`src/rtl/itv_pkg.sv`:
```
package itv_pkg;
   typedef enum logic [1:0] {
      MD_ONESHOT = 2'd0,
      MD_RATE    = 2'd1,
      MD_SQUARE  = 2'd2
   } itv_mode_e;

   localparam logic [2:0] MF_ONESHOT = 3'b000;
   localparam logic [2:0] MF_RATE    = 3'b010;
   localparam logic [2:0] MF_SQUARE  = 3'b011;

   localparam logic [1:0] CMD_SNAP   = 2'b00;
   localparam logic [1:0] CMD_WORD   = 2'b11;
endpackage

```
`src/rtl/itv_ctl_decode.sv`:
```
module itv_ctl_decode
   import itv_pkg::*;
#(
   parameter int NCH = 3
) (
   input  logic            ctl_wr,
   input  logic [7:0]      ctl_byte,
   output logic [NCH-1:0]  snap_req,
   output logic [NCH-1:0]  prog_req,
   output itv_mode_e       prog_mode
);
   logic [1:0] sel;
   logic [1:0] cmd;
   logic [2:0] mfield;
   logic       mode_ok;

   assign sel    = ctl_byte[7:6];
   assign cmd    = ctl_byte[5:4];
   assign mfield = ctl_byte[3:1];

   always_comb begin
      mode_ok   = 1'b1;
      prog_mode = MD_ONESHOT;
      case (mfield)
         MF_ONESHOT: prog_mode = MD_ONESHOT;
         MF_RATE:    prog_mode = MD_RATE;
         MF_SQUARE:  prog_mode = MD_SQUARE;
         default:    mode_ok   = 1'b0;
      endcase
   end

   for (genvar k = 0; k < NCH; k++) begin : g_sel
      logic hit;
      assign hit         = ctl_wr && (sel == 2'(k));
      assign snap_req[k] = hit && (cmd == CMD_SNAP);
      assign prog_req[k] = hit && (cmd == CMD_WORD) && !ctl_byte[0] && mode_ok;
   end
endmodule

```
`src/rtl/itv_channel.sv`:
```
module itv_channel
   import itv_pkg::*;
#(
   parameter int BYTE_W = 8
) (
   input  logic              clk,
   input  logic              rst_n,
   input  logic              tick_en,
   input  logic              prog_req,
   input  itv_mode_e         prog_mode,
   input  logic              snap_req,
   input  logic              data_wr,
   input  logic              data_rd,
   input  logic [BYTE_W-1:0] wdata,
   output logic [BYTE_W-1:0] rdata,
   output logic              out,
   output logic              wr_hi,
   output logic              rd_hi,
   output logic              snapped,
   output itv_mode_e         mode
);
   localparam int CNT_W = 2 * BYTE_W;
   localparam logic [CNT_W-1:0] ONE = CNT_W'(1);

   logic [CNT_W-1:0] cnt, per, hold;
   logic [CNT_W-1:0] full_val, start_val, src;
   logic             run;

   function automatic logic [CNT_W-1:0] half_of(input logic [CNT_W-1:0] v);
      logic [CNT_W-1:0] h;
      h = v >> 1;
      return (h == '0) ? ONE : h;
   endfunction

   assign full_val  = {wdata, cnt[BYTE_W-1:0]};
   assign start_val = (mode == MD_SQUARE) ? half_of(full_val) : full_val;
   assign src       = snapped ? hold : cnt;
   assign rdata     = rd_hi ? src[CNT_W-1:BYTE_W] : src[BYTE_W-1:0];

   // counting, reload and write sequence
   always_ff @(posedge clk or negedge rst_n) begin
      if (!rst_n) begin
         cnt   <= '0;
         per   <= '0;
         run   <= 1'b0;
         out   <= 1'b0;
         wr_hi <= 1'b0;
         mode  <= MD_ONESHOT;
      end else begin
         if (prog_req) mode <= prog_mode;
         if (data_wr && !wr_hi) begin
            cnt[BYTE_W-1:0] <= wdata;
            run   <= 1'b0;
            out   <= 1'b0;
            wr_hi <= 1'b1;
         end else if (data_wr) begin
            per   <= full_val;
            cnt   <= start_val;
            run   <= (full_val != '0);
            out   <= (mode != MD_ONESHOT) && (full_val != '0);
            wr_hi <= 1'b0;
         end else if (run && tick_en) begin
            case (mode)
               MD_ONESHOT: begin
                  cnt <= cnt - ONE;
                  if (cnt == ONE) out <= 1'b1;
               end
               MD_RATE: begin
                  if (cnt == ONE) begin
                     cnt <= per;
                     out <= 1'b1;
                  end else begin
                     cnt <= cnt - ONE;
                     out <= (cnt - ONE) != ONE;
                  end
               end
               MD_SQUARE: begin
                  if (cnt <= ONE) begin
                     cnt <= half_of(per);
                     out <= ~out;
                  end else begin
                     cnt <= cnt - ONE;
                  end
               end
               default: cnt <= cnt;
            endcase
         end
      end
   end

   // snapshot and read toggle
   always_ff @(posedge clk or negedge rst_n) begin
      if (!rst_n) begin
         hold    <= '0;
         snapped <= 1'b0;
         rd_hi   <= 1'b0;
      end else if (snap_req && !snapped) begin
         hold    <= cnt;
         snapped <= 1'b1;
         rd_hi   <= 1'b0;
      end else if (data_rd) begin
         rd_hi <= ~rd_hi;
         if (snapped && rd_hi) snapped <= 1'b0;
      end
   end
endmodule

```
`src/rtl/itv_timer3.sv`:
```
module itv_timer3
   import itv_pkg::*;
#(
   parameter int NCH       = 3,
   parameter int BYTE_W    = 8,
   parameter int ADDR_W    = 3,
   parameter int CTL_ADDR  = 3,
   parameter int STAT_ADDR = 4,
   parameter int SPK_CH    = 2,
   parameter int SPK_BIT   = 5
) (
   input  logic              clk,
   input  logic              rst_n,
   input  logic              tick_en,
   input  logic              bus_wr,
   input  logic              bus_rd,
   input  logic [ADDR_W-1:0] bus_addr,
   input  logic [BYTE_W-1:0] bus_wdata,
   output logic [BYTE_W-1:0] bus_rdata,
   output logic [NCH-1:0]    ch_out
);
   if (NCH < 1 || NCH > 3) begin : g_bad_nch
      $error("NCH must be 1..3: the select field has one reserved code");
   end
   if (BYTE_W != 8) begin : g_bad_byte
      $error("BYTE_W must be 8: the control word is one byte");
   end
   if (SPK_CH >= NCH || SPK_BIT >= BYTE_W) begin : g_bad_spk
      $error("status channel or bit out of range");
   end
   if ((1 << ADDR_W) <= STAT_ADDR || CTL_ADDR < NCH || STAT_ADDR < NCH) begin : g_bad_map
      $error("address map does not fit");
   end

   logic              ctl_wr;
   logic [NCH-1:0]    snap_req, prog_req;
   itv_mode_e         prog_mode;
   logic [BYTE_W-1:0] ch_rdata [NCH];
   logic [NCH-1:0]    ch_wr_hi, ch_rd_hi, ch_snapped, ch_oneshot;

   assign ctl_wr = bus_wr && (bus_addr == ADDR_W'(CTL_ADDR));

   itv_ctl_decode #(.NCH(NCH)) u_dec (
      .ctl_wr    (ctl_wr),
      .ctl_byte  (bus_wdata),
      .snap_req  (snap_req),
      .prog_req  (prog_req),
      .prog_mode (prog_mode)
   );

   for (genvar k = 0; k < NCH; k++) begin : g_ch
      itv_mode_e m;
      logic      hit;
      assign hit = (bus_addr == ADDR_W'(k));
      itv_channel #(.BYTE_W(BYTE_W)) u_ch (
         .clk      (clk),
         .rst_n    (rst_n),
         .tick_en  (tick_en),
         .prog_req (prog_req[k]),
         .prog_mode(prog_mode),
         .snap_req (snap_req[k]),
         .data_wr  (bus_wr && hit),
         .data_rd  (bus_rd && hit),
         .wdata    (bus_wdata),
         .rdata    (ch_rdata[k]),
         .out      (ch_out[k]),
         .wr_hi    (ch_wr_hi[k]),
         .rd_hi    (ch_rd_hi[k]),
         .snapped  (ch_snapped[k]),
         .mode     (m)
      );
      assign ch_oneshot[k] = (m == MD_ONESHOT);
   end

   always_comb begin
      bus_rdata = '0;
      if (bus_rd) begin
         for (int k = 0; k < NCH; k++)
            if (bus_addr == ADDR_W'(k)) bus_rdata = ch_rdata[k];
         if (bus_addr == ADDR_W'(STAT_ADDR)) bus_rdata[SPK_BIT] = ch_out[SPK_CH];
      end
   end
endmodule

```
`config.mk`:
```
export PLATFORM = sky130hd
export DESIGN_NAME = itv_timer3
export DESIGN_NICKNAME = d
export VERILOG_FILES = /design/src/rtl/itv_pkg.sv /design/src/rtl/itv_ctl_decode.sv /design/src/rtl/itv_channel.sv /design/src/rtl/itv_timer3.sv
export SDC_FILE = /design/constraint.sdc
export NUM_CORES = 1
export LEC_CHECK = 0
export BUFFER_PORTS_ARGS = -buffer_cell sky130_fd_sc_hd__buf_4
export CAP_MARGIN = 20
export CORE_MARGIN = 3
export CORE_UTILIZATION = 39
export DETAILED_ROUTE_END_ITERATION = 8
export PLACE_DENSITY = 0.64
export SYNTH_ARGS = -nofsm -noshare
export SYNTH_HDL_FRONTEND = slang
export SYNTH_SLANG_ARGS = --single-unit
```
`constraint.sdc`:
```
create_clock -name clk -period 3.4 [get_ports clk]
set_clock_uncertainty 0.05 [all_clocks]
set_input_delay 0.68 -clock clk [delete_from_list [all_inputs] [get_ports clk]]
set_output_delay 0.68 -clock clk [all_outputs]
set_load 0.1 [all_outputs]
```
[Word level (Yosys, flattened, before mapping)]
Index checks and enable logic that the tools add are counted.
Word-level totals
  bits in registers: 165
  bits of input ports: 16
  output and inout bits: 11
  logic and storage cells: 266
Cells by class
  $add $sub $neg: 3
  order comparisons: 3
  equal/unequal tests: 30
  muxes and demuxes: 88
  bitwise operators: 9
  reductions and logical operators: 103
Operator list (count)
  16-bit two-way mux: 18
  16-bit case mux with 3 select lines: 3
  16-bit zero test: 6
  15-bit two-way mux: 6
  8-bit two-way mux: 10
  16-bit by 1-bit equality test with 1-bit output, second input constant: 3
  16-bit by 1-bit less-or-equal comparator with 1-bit output, second input constant: 3
  16-bit by 1-bit inequality test with 1-bit output, second input constant: 3
  16-bit nonzero test: 3
  16-bit by 1-bit subtractor with 16-bit output, second input constant: 3
  1-bit two-way mux: 47
  1-bit logical AND: 37
  2-bit nonzero test: 15
  4-bit nonzero test: 6
  3-bit AND reduction: 6
  5-bit nonzero test: 3
  3-bit by 2-bit equality test with 1-bit output, second input constant: 4
  4-bit by 1-bit inequality test with 1-bit output, second input constant: 3
  4-bit by 3-bit inequality test with 1-bit output, second input constant: 3
  2-bit AND reduction: 6
  4-bit AND reduction: 3
  2-bit equality test, second input constant: 5
  2-bit zero test: 5
  3-bit inequality test, second input constant: 3
  other kinds (10): 32

[Longest topological paths before layout]
  depth after elaboration: 7
  gate-level depth with buffers: 9

[Modules after synthesis]
From an unflattened synthesis, not the netlist that was laid out.
Unflattened totals
  cell total of the unflattened synthesis: 1256
  area, all modules: 11395.9 um^2
By module, submodules not included
  itv_channel (g_ch[2].u_ch): times used 1, cells each 403, area each 3702.3 um^2, sequential area each 1376.3 um^2
  itv_channel (g_ch[1].u_ch): times used 1, cells each 405, area each 3666.0 um^2, sequential area each 1376.3 um^2
  itv_channel (g_ch[0].u_ch): times used 1, cells each 387, area each 3598.5 um^2, sequential area each 1376.3 um^2
  itv_timer3: times used 1, cells each 47, area each 334.1 um^2, sequential area each 0.0 um^2
  itv_ctl_decode: times used 1, cells each 14, area each 95.1 um^2, sequential area each 0.0 um^2

[Worst setup path before layout]
Ideal clock, no wire load.
  kind: input to output
  start point: input port bus_addr[2]
  end point: output port bus_rdata[0]
  data arrival time: 3.007 ns
  data required time: 2.670 ns
  slack: -0.337 ns
  stages on the path: 4
  buffers on the path: 1
  path through: buf_2 -> nor3b_1 -> nand2_1 -> a21oi_1
Between the ends
  longest elaborated chain between the ends: 5
  elaborated cells between the ends (all ways): 7
RTL lines
  from (decl): line itv_timer3.sv:17  | input logic [ADDR_W-1:0] bus_addr,
  3-bit zero test: line itv_timer3.sv:79  | if (bus_addr == ADDR_W'(k)) bus_rdata = ch_rdata[k];
  8-bit two-way mux (2 in series): line itv_timer3.sv:79
  8-bit two-way mux (*): line itv_timer3.sv:79
  8-bit two-way mux (*): line itv_timer3.sv:77  | if (bus_rd) begin
  to (decl): line itv_timer3.sv:19  | output logic [BYTE_W-1:0] bus_rdata,
Every way passes the cells marked *; elsewhere a longest branch is shown, timed or not.

[Worst setup path in the final report]
  start point: register g_ch[0].u_ch.snapped
  end point: output port bus_rdata[5]
Between the ends
  longest elaborated chain between the ends: 7
RTL lines
  from (decl): line itv_channel.sv:19  | output logic snapped,
  from (signal assigned): line itv_channel.sv:95  | snapped <= 1'b0;
  from (signal assigned): line itv_channel.sv:99  | snapped <= 1'b1;
  from (signal assigned): line itv_channel.sv:103  | if (snapped && rd_hi) snapped <= 1'b0;
  16-bit two-way mux: line itv_channel.sv:37  | assign src = snapped ? hold : cnt;
  8-bit two-way mux: line itv_channel.sv:38  | assign rdata = rd_hi ? src[CNT_W-1:BYTE_W] : src[BYTE_W-1:0];
  8-bit two-way mux (3 in series): line itv_timer3.sv:79
  1-bit two-way mux: line itv_timer3.sv:80  | if (bus_addr == ADDR_W'(STAT_ADDR)) bus_rdata[SPK_BIT] = ch_out[SPK_CH];
  8-bit two-way mux: line itv_timer3.sv:77
No other way between the ends.

==> summary.md <==
| Metric | Value |
|---|---|
| Rel. slew slack | `0.4627` |
| Minimum clock period | `about 3.1 ns` |
| Synth Flop Type | `dfrtp_1` |
| Largest net degree at the start of global routing | `65` |
| Post-Place Cell Area | `approximately 0.012 mm^2` |
| Synthesized area | `0.01098 mm^2` |
| TritonCTS buffer count | `17` |
| Yosys warning count | `0` |
| Latest clock arrival within the worst-skew pair | `roughly 0.43 ns` |
| Global-route wire length before repair | `56.28 mm` |
| FF-to-FF setup slack | `between 0.3 and 0.4 ns` |
| Final GP Congestion | `roughly 1.0` |
| Row count | `60` |
| Via-to-Cell Ratio | `6.427` |
| Design area | `0.01234 mm^2` |
| Post-cts gate resize count | `0` |
| Slowest cell on crit path | `dfrtp_1` |
| Buf/Inv on CP | `1` |
| Hpwl dp | `roughly 26 mm` |
| Setup crit end kind | `output pin` |
| Initial core utilization | `0.4018` |
| RSZ-0062 raised after global routing | `no` |
| Main area contributors after synthesis | `dfrtp_1 38%, mux2_2 6.6%, nand2_1 5.1%` |
| Maximum vdd drop | `344.5 uV` |
| Hold_buf cts | `0` |
| Max Fanout on Critical Path | `10` |
| TritonCTS clock tree | `yes` |
| Clock sink total | `between 150 and 200` |
| Area added between synthesis and finish | `12.34%` |
| Die H | `173.8 um` |
| CP arrival | `2.35 ns` |
| Crit-path leading delay family | `multiplexers` |
| Setup violators final | `0` |
| Initial DRC count | `1315` |
| Reg2reg end | `g_ch[1].u_ch.cnt[7]` |
| CP max stage delay | `approximately 0.65 ns` |
| GRT Residual Overflow | `0` |
| Worst Tran Pin Value | `0.8006 ns` |
| Die Area | `0.03020 mm^2` |
| Part of the Yosys area used for sequential elements | `0.3760` |
| Initial antenna violation count | `0` |
| Sum Neg Setup Slack | `0 ns` |
| Mapped Nets | `1209` |
| Crit path depth | `5` |
| Share of cells above drive strength 1 | `0.2129` |
| Yosys top cell by area | `dfrtp_1` |
| Root buffer cell | `clkbuf_16` |
| Final worst-path cycle share | `0.9056` |
| Cell Chain, Critical Path | `mux4_2 -> mux2i_1 -> nor3_1 -> o21a_1 -> buf_4` |
| Flop and latch count out of synthesis | `~170` |
| DRT Pass-1 Iters | `7` |
| Pwr dens | `approximately 700 mW/mm^2` |
| Global-route usage over all layers | `0.2339` |
| CORE AREA | `0.02733 mm^2` |
| ANT nets after route | `0` |
| Detailed-route wire length per cell | `roughly 23 um` |
| CP startpoint kind | `flip-flop` |
| Final hold violation count | `0` |
| Worst r2r path cells | `6` |
| Die Width | `173.8 um` |
| Vias in the first global route | `9662` |
| Setup CP Type | `flip-flop to output pin` |
| WP data required | `2.67 ns` |
| Clk slew on worst S/H paths | `0.07 ns` |
| Worst Hold Class | `input port to asynchronous set/reset pin` |
| Postcts setup bufs | `0` |
| Share of Yosys cell area claimed by the top area cell type | `0.3760` |
| Post-synth cell types | `90` |
| Fin nets | `1221` |
| Most frequent cells after synthesis | `165 x dfrtp_1, 149 x nand2_1, 102 x o21ai_0` |
| Status | `finished, final reports clean` |
| Clk buf depth | `2` |
| Post-synth ARST share | `1.000` |
| Drt total wl | `35.75 mm` |
| Max_cap viols | `0` |
| I/O Buffers | `26` |
| Most common cell in the netlist | `dfrtp_1` |
| FMAX | `324.8 MHz` |
| Ports | `27` |
| Leakage power | `between 5 and 6 nW` |
| RR Startpoint | `g_ch[1].u_ch.cnt[6]` |
| Via count | `10100` |
| Post-Syn Instances | `1173` |
| Post-route DRC | `0` |
| # H-tree levels | `4` |
| Syn_area_per_cell | `9.361 um^2` |
| Number of synthesized flops with an enable pin | `0` |
| Final Slew Violations | `0` |
-- metal layers --
metal	track usage	wire, um	share of wire
met5	0	0	0
met4	0.09886	1407	0.039
met3	0.03745	2673	0.075
met2	0.3736	16570	0.46
met1	0.3160	15100	0.42
-- sequential cells by signal, summed over array words and instances (netlist names) --
signal / count
g_ch.u_ch.per: 48
g_ch.u_ch.rd_hi: 3
g_ch.u_ch.snapped: 3
g_ch.u_ch.out: 3
g_ch.u_ch.run: 3
g_ch.u_ch.wr_hi: 3
g_ch.u_ch.hold: 48
g_ch.u_ch.cnt: 48
g_ch.u_ch.mode: 6
-- cell usage in the layout (no fill, tap or decap), types with 14 or more instances in the layout --
cell and instances:
inv_1 33, clkbuf_16 17, dfrtp_1 165, ha_1 20, nand3_1 29, mux2_2 64
a31oi_1 14, xnor2_1 17, nor4_1 23, nand2_1 149, mux4_2 23, nor2_1 67
and3_1 14, a221oi_1 30, a21oi_1 45, buf_4 89, o21ai_0 102, nor3_1 18
-- cell families after synthesis --
group / Yosys count / share of synthesized area
XOR/XNOR: 23 / 0.01835
buffers and inverters: 131 / 0.05162
AND/OR/NAND/NOR: 390 / 0.1911
multiplexers: 101 / 0.1271
adder cells (fa/ha/maj): 20 / 0.02279
flip-flops: 165 / 0.3760
AO/OA/AOI/OAI: 343 / 0.2131
-- cell type report --
class	count	area (um^2)
sequential	165	4129
inverter	33	123.9
clock inverter	14	165.2
fill	2654	14990
clock buffer	18	439.2
antenna	1	2.502
multi-input combinational	877	6311
tap	372	465.4
timing repair buffer	91	699.4
-- worst max path at each step --
stage,start,slack (ns),endpoint
after floorplan,bus_addr[2],0.17,bus_rdata[0]
after global placement,bus_addr[2],0.45,g_ch[0].u_ch.cnt[1]
after detailed placement,g_ch[1].u_ch.cnt[6],0.44,g_ch[1].u_ch.cnt[7]
after CTS,g_ch[0].u_ch.snapped,0.31,bus_rdata[5]
after global routing,g_ch[0].u_ch.snapped,0.21,bus_rdata[5]
final,g_ch[0].u_ch.snapped,0.32,bus_rdata[5]
-- per-stage QoR --
stage	instances	power (mW)	utilization	setup slack, ns	hold WS, ns
2_1_floorplan	1173	5.511	-	0.1690	0.3344
3_3_place_gp	1538	6.672	0.4292	0.4534	0.4106
3_5_place_dp	1538	6.706	0.4292	0.4383	0.4198
4_1_cts	1570	8.725	0.4513	0.3083	0.2142
5_1_grt	1570	9.234	0.4513	0.2113	0.2313
6_report	1571	8.793	0.4514	0.3208	0.1839
-- power by group --
| group | switching [mW] | internal [mW] |
|---|---|---|
| combinational | 1.75 | 1.39 |
| clock | 0.897 | 1.12 |
| sequential | 1.04 | 2.59 |
| total | 3.69 | 5.10 |
Power figures use the tool's default switching activity.
